## src/rtl/bwm_pkg.sv

```systemverilog
package bwm_pkg;

    localparam int WORD_W  = 32;
    localparam int LANES   = WORD_W / 8;
    localparam int LANE_W  = $clog2(LANES);

    typedef enum logic [3:0] {
        OP_LB  = 4'd0,
        OP_LBU = 4'd1,
        OP_LH  = 4'd2,
        OP_LHU = 4'd3,
        OP_LWL = 4'd4,
        OP_LWR = 4'd5,
        OP_SB  = 4'd6,
        OP_SH  = 4'd7,
        OP_SWL = 4'd8,
        OP_SWR = 4'd9
    } bwm_op_e;

    typedef enum logic [1:0] {
        ST_IDLE  = 2'd0,
        ST_WALK  = 2'd1,
        ST_DRAIN = 2'd2
    } bwm_state_e;

    function automatic logic op_known(input logic [3:0] code);
        return code <= 4'd9;
    endfunction

    function automatic logic op_store(input bwm_op_e code);
        return code inside {OP_SB, OP_SH, OP_SWL, OP_SWR};
    endfunction

    function automatic logic op_down(input bwm_op_e code);
        return code inside {OP_LWL, OP_SWL};
    endfunction

    function automatic logic op_half(input bwm_op_e code);
        return code inside {OP_LH, OP_LHU, OP_SH};
    endfunction

    function automatic logic op_keeps_old(input bwm_op_e code);
        return !(code inside {OP_LB, OP_LBU, OP_LH, OP_LHU});
    endfunction

    function automatic logic [LANE_W-1:0] first_lane(input bwm_op_e code);
        return (code inside {OP_LWL, OP_SWL}) ? LANE_W'(LANES - 1) : '0;
    endfunction

    // Walk termination depends on the byte offset within the word
    function automatic logic step_last(input bwm_op_e code, input logic [1:0] ofs);
        case (code)
            OP_LB, OP_LBU, OP_SB:   return 1'b1;
            OP_LH, OP_LHU, OP_SH:   return ofs[0];
            OP_LWL, OP_SWL:         return ofs == 2'b00;
            OP_LWR, OP_SWR:         return ofs == 2'b11;
            default:                return 1'b1;
        endcase
    endfunction

    function automatic logic [WORD_W-1:0] extend(input bwm_op_e code, input logic [WORD_W-1:0] v);
        case (code)
            OP_LB:   return {{24{v[7]}}, v[7:0]};
            OP_LBU:  return {24'd0, v[7:0]};
            OP_LH:   return {{16{v[15]}}, v[15:0]};
            OP_LHU:  return {16'd0, v[15:0]};
            default: return v;
        endcase
    endfunction

endpackage

```

## src/rtl/bwm_walker.sv

```systemverilog
module bwm_walker
    import bwm_pkg::*;
#(
    parameter int ADDR_W = 32
) (
    input  logic              clk,
    input  logic              rst,
    input  logic              start,
    input  logic [3:0]        op,
    input  logic [ADDR_W-1:0] eff_addr,
    input  logic [WORD_W-1:0] store_data,
    output logic              accept,
    output logic              busy,
    output logic              mem_en,
    output logic              mem_we,
    output logic [ADDR_W-1:0] mem_addr,
    output logic [LANES-1:0]  mem_lane,
    output logic [7:0]        mem_wdata,
    output logic              cap_valid,
    output logic [LANE_W-1:0] cap_lane,
    output logic              finish_now,
    output bwm_op_e           op_q
);

    localparam logic [ADDR_W-1:0] ONE = ADDR_W'(1);

    bwm_state_e          st;
    logic [ADDR_W-1:0]   cur_addr;
    logic [LANE_W-1:0]   lane_q;
    logic [WORD_W-1:0]   sdata_q;
    logic                pend_v;
    logic [LANE_W-1:0]   pend_lane;
    logic                last;
    bwm_op_e             op_in;

    assign op_in      = bwm_op_e'(op);
    assign accept     = start && (st == ST_IDLE) && op_known(op);
    assign busy       = (st != ST_IDLE);
    assign mem_en     = (st == ST_WALK);
    assign mem_we     = mem_en && op_store(op_q);
    assign mem_addr   = cur_addr;
    assign mem_lane   = mem_en ? (LANES'(1) << cur_addr[1:0]) : '0;
    assign mem_wdata  = sdata_q[{lane_q, 3'b000} +: 8];
    assign last       = step_last(op_q, cur_addr[1:0]);
    assign cap_valid  = pend_v;
    assign cap_lane   = pend_lane;
    assign finish_now = ((st == ST_WALK) && last && op_store(op_q)) || (st == ST_DRAIN);

    always_ff @(posedge clk) begin
        if (rst) begin
            st        <= ST_IDLE;
            op_q      <= OP_LB;
            cur_addr  <= '0;
            lane_q    <= '0;
            sdata_q   <= '0;
            pend_v    <= 1'b0;
            pend_lane <= '0;
        end else begin
            case (st)
                ST_IDLE: begin
                    pend_v <= 1'b0;
                    if (accept) begin
                        op_q     <= op_in;
                        cur_addr <= op_half(op_in) ? (eff_addr & ~ONE) : eff_addr;
                        lane_q   <= first_lane(op_in);
                        sdata_q  <= store_data;
                        st       <= ST_WALK;
                    end
                end
                ST_WALK: begin
                    pend_v    <= !op_store(op_q);
                    pend_lane <= lane_q;
                    if (last) begin
                        st <= op_store(op_q) ? ST_IDLE : ST_DRAIN;
                    end else if (op_down(op_q)) begin
                        cur_addr <= cur_addr - ONE;
                        lane_q   <= lane_q - LANE_W'(1);
                    end else begin
                        cur_addr <= cur_addr + ONE;
                        lane_q   <= lane_q + LANE_W'(1);
                    end
                end
                default: begin
                    pend_v <= 1'b0;
                    st     <= ST_IDLE;
                end
            endcase
        end
    end

    // Consecutive accesses of one walk are adjacent bytes
    p_adjacent_step_r2: assert property (@(posedge clk) disable iff (rst)
        (mem_en && $past(mem_en)) |->
            (mem_addr == $past(mem_addr) + ONE) || (mem_addr == $past(mem_addr) - ONE));

    // Lane strobe is one-hot while accessing
    p_lane_onehot_r10: assert property (@(posedge clk) disable iff (rst)
        mem_en |-> $onehot(mem_lane));

    // A walk never leaves its word
    p_same_word_r3: assert property (@(posedge clk) disable iff (rst)
        (mem_en && $past(mem_en)) |-> (mem_addr[ADDR_W-1:2] == $past(mem_addr[ADDR_W-1:2])));

endmodule

```

## src/rtl/bwm_accum.sv

```systemverilog
module bwm_accum
    import bwm_pkg::*;
#(
    parameter int IDX_W = 5
) (
    input  logic              clk,
    input  logic              rst,
    input  logic              accept,
    input  logic [3:0]        op,
    input  logic [WORD_W-1:0] reg_old,
    input  logic [IDX_W-1:0]  dst_idx,
    input  logic              cap_valid,
    input  logic [LANE_W-1:0] cap_lane,
    input  logic [7:0]        rdata,
    input  logic              finish_now,
    input  bwm_op_e           op_q,
    output logic              done,
    output logic [WORD_W-1:0] result
);

    logic [IDX_W-1:0]  dst_q;
    logic [WORD_W-1:0] merged;
    logic [WORD_W-1:0] final_val;
    logic [WORD_W-1:0] init_val;

    assign init_val = op_keeps_old(bwm_op_e'(op)) ? reg_old : '0;

    for (genvar g = 0; g < LANES; g++) begin : g_lane
        logic [7:0] byte_q;
        logic       hit;
        assign hit = cap_valid && (cap_lane == LANE_W'(g));
        always_ff @(posedge clk) begin
            if (rst)
                byte_q <= '0;
            else if (accept)
                byte_q <= init_val[g*8 +: 8];
            else if (hit)
                byte_q <= rdata;
        end
        assign merged[g*8 +: 8] = hit ? rdata : byte_q;
    end

    always_comb begin
        final_val = extend(op_q, merged);
        if (!op_store(op_q) && (dst_q == '0))
            final_val = '0;
    end

    always_ff @(posedge clk) begin
        if (rst) begin
            dst_q  <= '0;
            done   <= 1'b0;
            result <= '0;
        end else begin
            if (accept)
                dst_q <= dst_idx;
            done <= finish_now;
            if (finish_now)
                result <= final_val;
        end
    end

    // Completion pulse lasts one cycle
    p_done_pulse_r11: assert property (@(posedge clk) disable iff (rst)
        done |=> !done);

    // Loads into index zero yield zero
    p_zero_dst_r7: assert property (@(posedge clk) disable iff (rst)
        (done && !op_store(op_q) && (dst_q == '0)) |-> (result == '0));

endmodule

```

## src/rtl/bytewalk_merger.sv

```systemverilog
module bytewalk_merger
    import bwm_pkg::*;
#(
    parameter int ADDR_W = 32,
    parameter int IDX_W  = 5
) (
    input  logic              clk,
    input  logic              rst,
    input  logic              start,
    input  logic [3:0]        op,
    input  logic [ADDR_W-1:0] eff_addr,
    input  logic [31:0]       reg_old,
    input  logic [31:0]       store_data,
    input  logic [IDX_W-1:0]  dst_idx,
    output logic              busy,
    output logic              mem_en,
    output logic              mem_we,
    output logic [ADDR_W-1:0] mem_addr,
    output logic [3:0]        mem_lane,
    output logic [7:0]        mem_wdata,
    input  logic [7:0]        mem_rdata,
    output logic              done,
    output logic [31:0]       result
);

    logic              accept;
    logic              cap_valid;
    logic [LANE_W-1:0] cap_lane;
    logic              finish_now;
    bwm_op_e           op_q;

    bwm_walker #(.ADDR_W(ADDR_W)) u_walker (
        .clk        (clk),
        .rst        (rst),
        .start      (start),
        .op         (op),
        .eff_addr   (eff_addr),
        .store_data (store_data),
        .accept     (accept),
        .busy       (busy),
        .mem_en     (mem_en),
        .mem_we     (mem_we),
        .mem_addr   (mem_addr),
        .mem_lane   (mem_lane),
        .mem_wdata  (mem_wdata),
        .cap_valid  (cap_valid),
        .cap_lane   (cap_lane),
        .finish_now (finish_now),
        .op_q       (op_q)
    );

    bwm_accum #(.IDX_W(IDX_W)) u_accum (
        .clk        (clk),
        .rst        (rst),
        .accept     (accept),
        .op         (op),
        .reg_old    (reg_old),
        .dst_idx    (dst_idx),
        .cap_valid  (cap_valid),
        .cap_lane   (cap_lane),
        .rdata      (mem_rdata),
        .finish_now (finish_now),
        .op_q       (op_q),
        .done       (done),
        .result     (result)
    );

    // No access outside a command
    p_idle_quiet_r12: assert property (@(posedge clk) disable iff (rst)
        !busy |-> !mem_en);

    // Completion is reported from the idle state
    p_done_idle_r11: assert property (@(posedge clk) disable iff (rst)
        done |-> !busy);

    // Writes only happen as part of an access
    p_write_in_access_r4: assert property (@(posedge clk) disable iff (rst)
        mem_we |-> mem_en);

endmodule

```

## config.mk

```make
export PLATFORM = sky130hd
export DESIGN_NAME = bytewalk_merger
export DESIGN_NICKNAME = d
export VERILOG_FILES = /design/src/rtl/bwm_pkg.sv /design/src/rtl/bwm_walker.sv /design/src/rtl/bwm_accum.sv /design/src/rtl/bytewalk_merger.sv
export SDC_FILE = /design/constraint.sdc
export NUM_CORES = 1
export LEC_CHECK = 0
export ABC_AREA = 1
export BUFFER_PORTS_ARGS = -buffer_cell sky130_fd_sc_hd__buf_4
export CAP_MARGIN = 10
export CORE_MARGIN = 8
export CORE_UTILIZATION = 50
export DETAILED_ROUTE_END_ITERATION = 6
export PLACE_DENSITY_LB_ADDON = 0.3
export SKIP_CTS_REPAIR_TIMING = 1
export SYNTH_ARGS = -nofsm -noshare
export SYNTH_HDL_FRONTEND = slang
export SYNTH_HIERARCHICAL = 1
export SYNTH_SLANG_ARGS = --single-unit
export TNS_END_PERCENT = 10
```

## constraint.sdc

```tcl
create_clock -name clk -period 2.7 [get_ports clk]
set_input_delay 0.81 -clock clk [delete_from_list [all_inputs] [get_ports clk]]
set_output_delay 0.81 -clock clk [all_outputs]
set_load 0.02 [all_outputs]
```

==> results of run 1 <==
==> stage by stage <==
step / hold WS [ns] / area [um^2] / setup TNS [ns]
4_1_cts: 0.459 / 11300 / 0
2_1_floorplan: 0.434 / 8980 / 0
5_1_grt: 0.473 / 11400 / -0.863
3_5_place_dp: 0.449 / 10700 / 0
3_3_place_gp: 0.447 / 10700 / 0
6_report: 0.458 / 11400 / 0
==> logic make-up (layout without fill, tap and decap cells) <==
logic type / after synthesis / count (layout) / synth area share [%]
flops: 145 / 145 / 32.3
buf+inv: 252 / 448 / 11.2
xor+xnor: 15 / 15 / 1.46
compound gates: 294 / 294 / 17.0
fa+ha+maj: 32 / 32 / 4.54
simple gates: 736 / 736 / 33.4
==> final cells by class <==
type                            instances  share of cell area, %
Tap cell                              229                   2.50
Sequential cell                       145                   25.4
Clock inverter                         15                   1.25
Timing Repair Buffer                  229                   15.6
Clock buffer                           17                   3.72
Multi-Input combinational cell       1077                   45.4
Inverter                              187                   6.15
==> path summary, 6_finish.rpt <==
kind / from / to / slack, ns / cells past startpoint
worst min-delay path: u_accum/dst_q[3]$_SDFFE_PP0P_ / u_accum/dst_q[3]$_SDFFE_PP0P_ / 0.46 / 2
worst max register to register: u_walker/op_q[3]$_SDFFE_PP0P_ / u_walker/mem_addr[29]$_SDFFE_PP0P_ / 0.07 / 18
worst min register to register: u_accum/dst_q[3]$_SDFFE_PP0P_ / u_accum/dst_q[3]$_SDFFE_PP0P_ / 0.46 / 2
worst max-delay path: u_walker/op_q[3]$_SDFFE_PP0P_ / u_walker/mem_addr[29]$_SDFFE_PP0P_ / 0.07 / 18
==> flip-flops by register name (all words and copies together) (netlist names) <==
signal,cells
u_walker/cap_valid,1
u_walker/mem_addr,32
u_accum/done,1
u_walker/op_q,4
u_walker/st,2
u_accum/g_lane.byte_q,32
u_walker/sdata_q,32
u_accum/result,32
u_walker/lane_q,2
u_accum/dst_q,5
u_walker/cap_lane,2
==> worst register-to-register path, delay by kind of cell, from the launching register on <==
kind | cells | cell delay, ns
AND/OR/NAND/NOR | 13 | 1.31
AO/OA/AOI/OAI | 1 | 0.11
flip-flops | 1 | 0.37
buffers and inverters | 3 | 0.40
adder cells (fa/ha/maj) | 1 | 0.36
==> cell usage in the layout (no fill, tap or decap), types with 3 or more instances in the layout <==
cell type and instances:
nand2_1 413, buf_4 224, nor2_1 187, inv_1 181, dfxtp_1 145, a21oi_1 127, o21ai_0 126, nand3_1 74
ha_1 26, clkbuf_16 18, o21ai_1 16, nand2_2 14, nand4_1 13, nor2_2 10, o22ai_1 8, xor2_1 8
a21oi_2 7, nand3_2 6, xnor2_1 6, inv_6 5, inv_8 4, buf_12 4, and2_1 4, or2_2 4
inv_2 3, o21ai_2 3, nor2_4 3, nor3_1 3, o21bai_1 3, ha_2 3
==> power by group <==
part           total [W]  switching [W]  internal [W]
combinational    0.00190        0.00117      0.000730
clock            0.00229        0.00106       0.00122
sequential       0.00241       0.000105       0.00230
==> layer usage <==
metal  wire length [um]  track usage (%)
met5                  0                0
met4                677             9.35
met3               1670             4.11
met2              14200             44.1
met1              12500             30.5
==> out/metrics.yaml, run 1 <==
async_flop_share_pct: 0
cp_max_fo: 10
max_freq_ghz: 0.380
grt_use_total_pct: 25.2
final_cells: 1899
max_stage_delay_ns: 0.37
synth_most_common_cell: "nand2_1"
hold_viol_final: 0
fp-row-count: 49
die_y_um: 150
ir_drop_mv: 0.479
slowest_stage: "dfxtp_1"
nets: 1805
gp_congestion: 0.959
drcViolationCount: 0
hold_path.class: "flop to flop"
max-slew-margin-rel_pct: 42.1
cp.required_ns: 3.05
numPortBuffers: 195
p_leak_nw: 5.79
grt_setup_unrepaired: "true"
routed_wirelength_um: 29100
cts.path.max_buffers: 2
crit_chain: "inv_1, nand2_1, nand2_2, nand2_2, nor2_4, buf_12, clkbuf_16, ha_1, nand2_1, nor2_1, nand2_1, nor2_1, nand2_1, nand2_1, nand2_1, nand3_1, nand2_1, a21oi_1"
grt_overflow: 0
yosysTopAreaCell: "dfxtp_1"
power.total_w: 0.00659
grt_max_degree: 63
synth_edf_count: 0
cts_made_buffers: 17
multiInputGateArea_mm2: 0.00520
finalCritPeriodShare_pct: 97.4
dieWidth_um: 150
cts_tree: "yes"
dpl.cell_count: 1865
cts_root_buf: "clkbuf_16"
synth_flop_cell: "dfxtp_1"
ys_warn_count: 6
seq_area_frac_synth_pct: 32.3
synth_nets: 1622
htree_levels: 4
clkLatencyLatePin_ns: 0.42
regArea_mm2: 0.00290
dieArea_mm2: 0.0225
status: "finished, final reports clean"
grt_pass1_vias: 9413
vias: 9945
antenna_found_initial: 0
synth_top_cell_area_share_pct: 32.3
grt_pass1_wl_um: 46000
dpl.hpwl_um: 21800
drt_iter0_drc: 669
dpl_worst_slack_ns: 0.115
post_drt_wl_per_cell_um: 15.3
slew_violations: 0
fin_crit_ns: 2.63
endpoint_kind: "flop"
ys_top_cells_by_area: "dfxtp_1 (32%), nand2_1 (18%), nor2_1 (8.3%)"
syn-cell-area_mm2: 0.00898
cts.clk_slew.worst_paths_ns: 0.07
num_antenna_cells: 0
dr.pass1.iters: 6
netlist_instances: 1474
syn_to_final_growth_pct: 27.5
avgSynthCellArea_um2: 6.09
cpLargestDelayFamily: "simple AND/OR/NAND/NOR gates"
utilization_pct: 64.4
setup.worst_path.class: "flop to flop"
maxCapViolCount: 0
ys_ff_latch: 145
drive_gt1_share_pct: 19.3
layout_setup_ws_ns: 0.0707
crit_top_cell: "nand2_1"
worstSetupStartpointType: "flop"
ys_types: 39
viasPerCell: 5.24
initial_core_util_pct: 50.5
nFillCells: 1692
cts_sinks: 145
synthTopCellsByCount: "nand2_1 (424), nor2_1 (199), inv_1 (181), dfxtp_1 (145), a21oi_1 (130)"
antenna_left: 0
io_pins: 196
core_mm2: 0.0178
path_buf_inv: 3
power-per-cell-area_mw_per_mm2: 576
cp.arrival_ns: 2.98
finalSetupViolations: 0
fin_skew_ns: 0.0115
tightest_slew_ns: 0.869
(Power assumes the default switching activity.)
==> inputs of run 2 (changes only) <==
- PLACE_DENSITY: unset -> 0.74
- PLACE_DENSITY_LB_ADDON: 0.3 -> unset
==> out/metrics.yaml, run 2 (synthesis results as in run 1) <==
finalSetupTns_ns: 0
drcViolationCount: 0
clkLatencyLatePin_ns: 0.42
dr.pass1.iters: 5
grt_pass1_wl_um: 45500
die_y_um: 150
grt_setup_unrepaired: "true"
antenna_left: 0
hold_ws_ns: 0.461
cts.path.max_buffers: 2
p_switching_w: 0.00229
cts_root_buf: "clkbuf_16"
grt_max_degree: 62
syn_to_final_growth_pct: 26.1
worstSetupStartpointType: "flop"
power.total_w: 0.00658
finalCritPeriodShare_pct: 96.2
ir_drop_mv: 0.449
initial_core_util_pct: 50.5
fp-row-count: 49
final_cell_mix: "nand2_1 (421), buf_4 (215), nor2_1 (190), inv_1 (181), dfxtp_1 (145)"
final_cells: 1889
grt_pass1_vias: 9349
maxCapViolCount: 0
hold_path.class: "flop to flop"
endpoint_kind: "flop"
num_antenna_cells: 0
p_leak_nw: 5.74
power-per-cell-area_mw_per_mm2: 581
tightest_slew_ns: 0.574
setup.worst_path.class: "flop to flop"
htree_levels: 4
dieWidth_um: 150
max_freq_ghz: 0.385
nets: 1795
grt_use_total_pct: 24.9
cts_sinks: 145
dpl.cell_count: 1857
cts_tree: "yes"
vias: 9900
hold_depth: 2
final_common_cell: "nand2_1"
intPower_w: 0.00429
fin_crit_ns: 2.60
dpl.hpwl_um: 21000
viasPerCell: 5.24
nFillCells: 1715
max-slew-margin-rel_pct: 61.6
p_clk_share_pct: 35.5
dieArea_mm2: 0.0225
ff2ff_path_depth: 19
drt_iter0_drc: 669
antenna_found_initial: 0
cts_made_buffers: 17
core_mm2: 0.0178
post_drt_wl_per_cell_um: 15.1
io_pins: 196
cts.clk_slew.worst_paths_ns: 0.06
switching_share_pct: 34.7
gp_congestion: 0.911
fin_skew_ns: 0.0121
cp.arrival_ns: 2.89
numPortBuffers: 195
status: "finished, final reports clean"
grt_overflow: 0
cp.required_ns: 3.00
cp_max_fo: 12
slew_violations: 0
drive_gt1_share_pct: 18.0
utilization_pct: 63.7
hold_viol_final: 0
power_frac_seq_pct: 36.7
finalSetupViolations: 0
combPwrFrac_pct: 27.7
routed_wirelength_um: 28500
==> run 2: cell count changes in the layout (fill, tap and decap cells not counted), sizes merged <==
cell / before / now
buf: 228 / 219
bufinv: 0 / 1
clkinv: 6 / 5
clkinvlp: 2 / 4
inv: 194 / 191
==> run 2: per-layer routing <==
layer  up-vias  wire [um]  global-route usage, %
met2       348      13400                   42.3
met3        46       2030                   4.29
met1      4488      12400                   31.4
met4         0        607                   8.15
met5         -          0                      0
li1       5018          -                      -
==> run 2: area by class of cell <==
class                      count  area (um^2)  area share [%]
inverter                     187          707            6.24
multi-input combinational   1077         5150            45.5
tap                          229          287            2.53
timing repair buffer         219         1690            15.0
clock inverter                14          151            1.34
sequential                   145         2900            25.6
clock buffer                  18          429            3.79
==> run 2: final timing paths <==
check / startpoint / to / slack, ns
setup / recovery: u_walker/op_q[3]$_SDFFE_PP0P_ / u_walker/mem_addr[29]$_SDFFE_PP0P_ / 0.10
hold / removal: u_accum/dst_q[3]$_SDFFE_PP0P_ / u_accum/dst_q[3]$_SDFFE_PP0P_ / 0.46
setup reg to reg: u_walker/op_q[3]$_SDFFE_PP0P_ / u_walker/mem_addr[29]$_SDFFE_PP0P_ / 0.10
hold reg to reg: u_accum/dst_q[3]$_SDFFE_PP0P_ / u_accum/dst_q[3]$_SDFFE_PP0P_ / 0.46
==> run 2: power groups by stage <==
stage	clock network [W]	registers [W]	logic (W)
6_report	0.00234	0.00241	0.00182
5_1_grt	0.00247	0.00243	0.00202
4_1_cts	0.00237	0.00241	0.00179
3_5_place_dp	0	0.00246	0.00178
3_3_place_gp	0	0.00246	0.00176
2_1_floorplan	0	0.00250	0.00111
==> run 2: metrics by stage <==
stage	cell area, um^2	worst slack, ns
6_report	11300	0.102
5_1_grt	11300	-0.0792
4_1_cts	11200	0.132
3_5_place_dp	10700	0.142
3_3_place_gp	10700	0.184
2_1_floorplan	8980	0.130
==> run 2: critical path, cell delays in order, from the launching register on <==
cell and delay (ns):
dfxtp_1 0.33, inv_1 0.09, nand2_1 0.09, nand2_2 0.08
nand2_2 0.07, nor2_4 0.18, buf_12 0.17, ha_1 0.28
nand2_1 0.18, inv_1 0.06, nand2_1 0.06, nand2_1 0.09
a21oi_1 0.14, nand2_1 0.16, nand2_1 0.16, nand2_1 0.06
nand2_1 0.05, nand3_1 0.06, nand2_1 0.09, a21oi_1 0.06
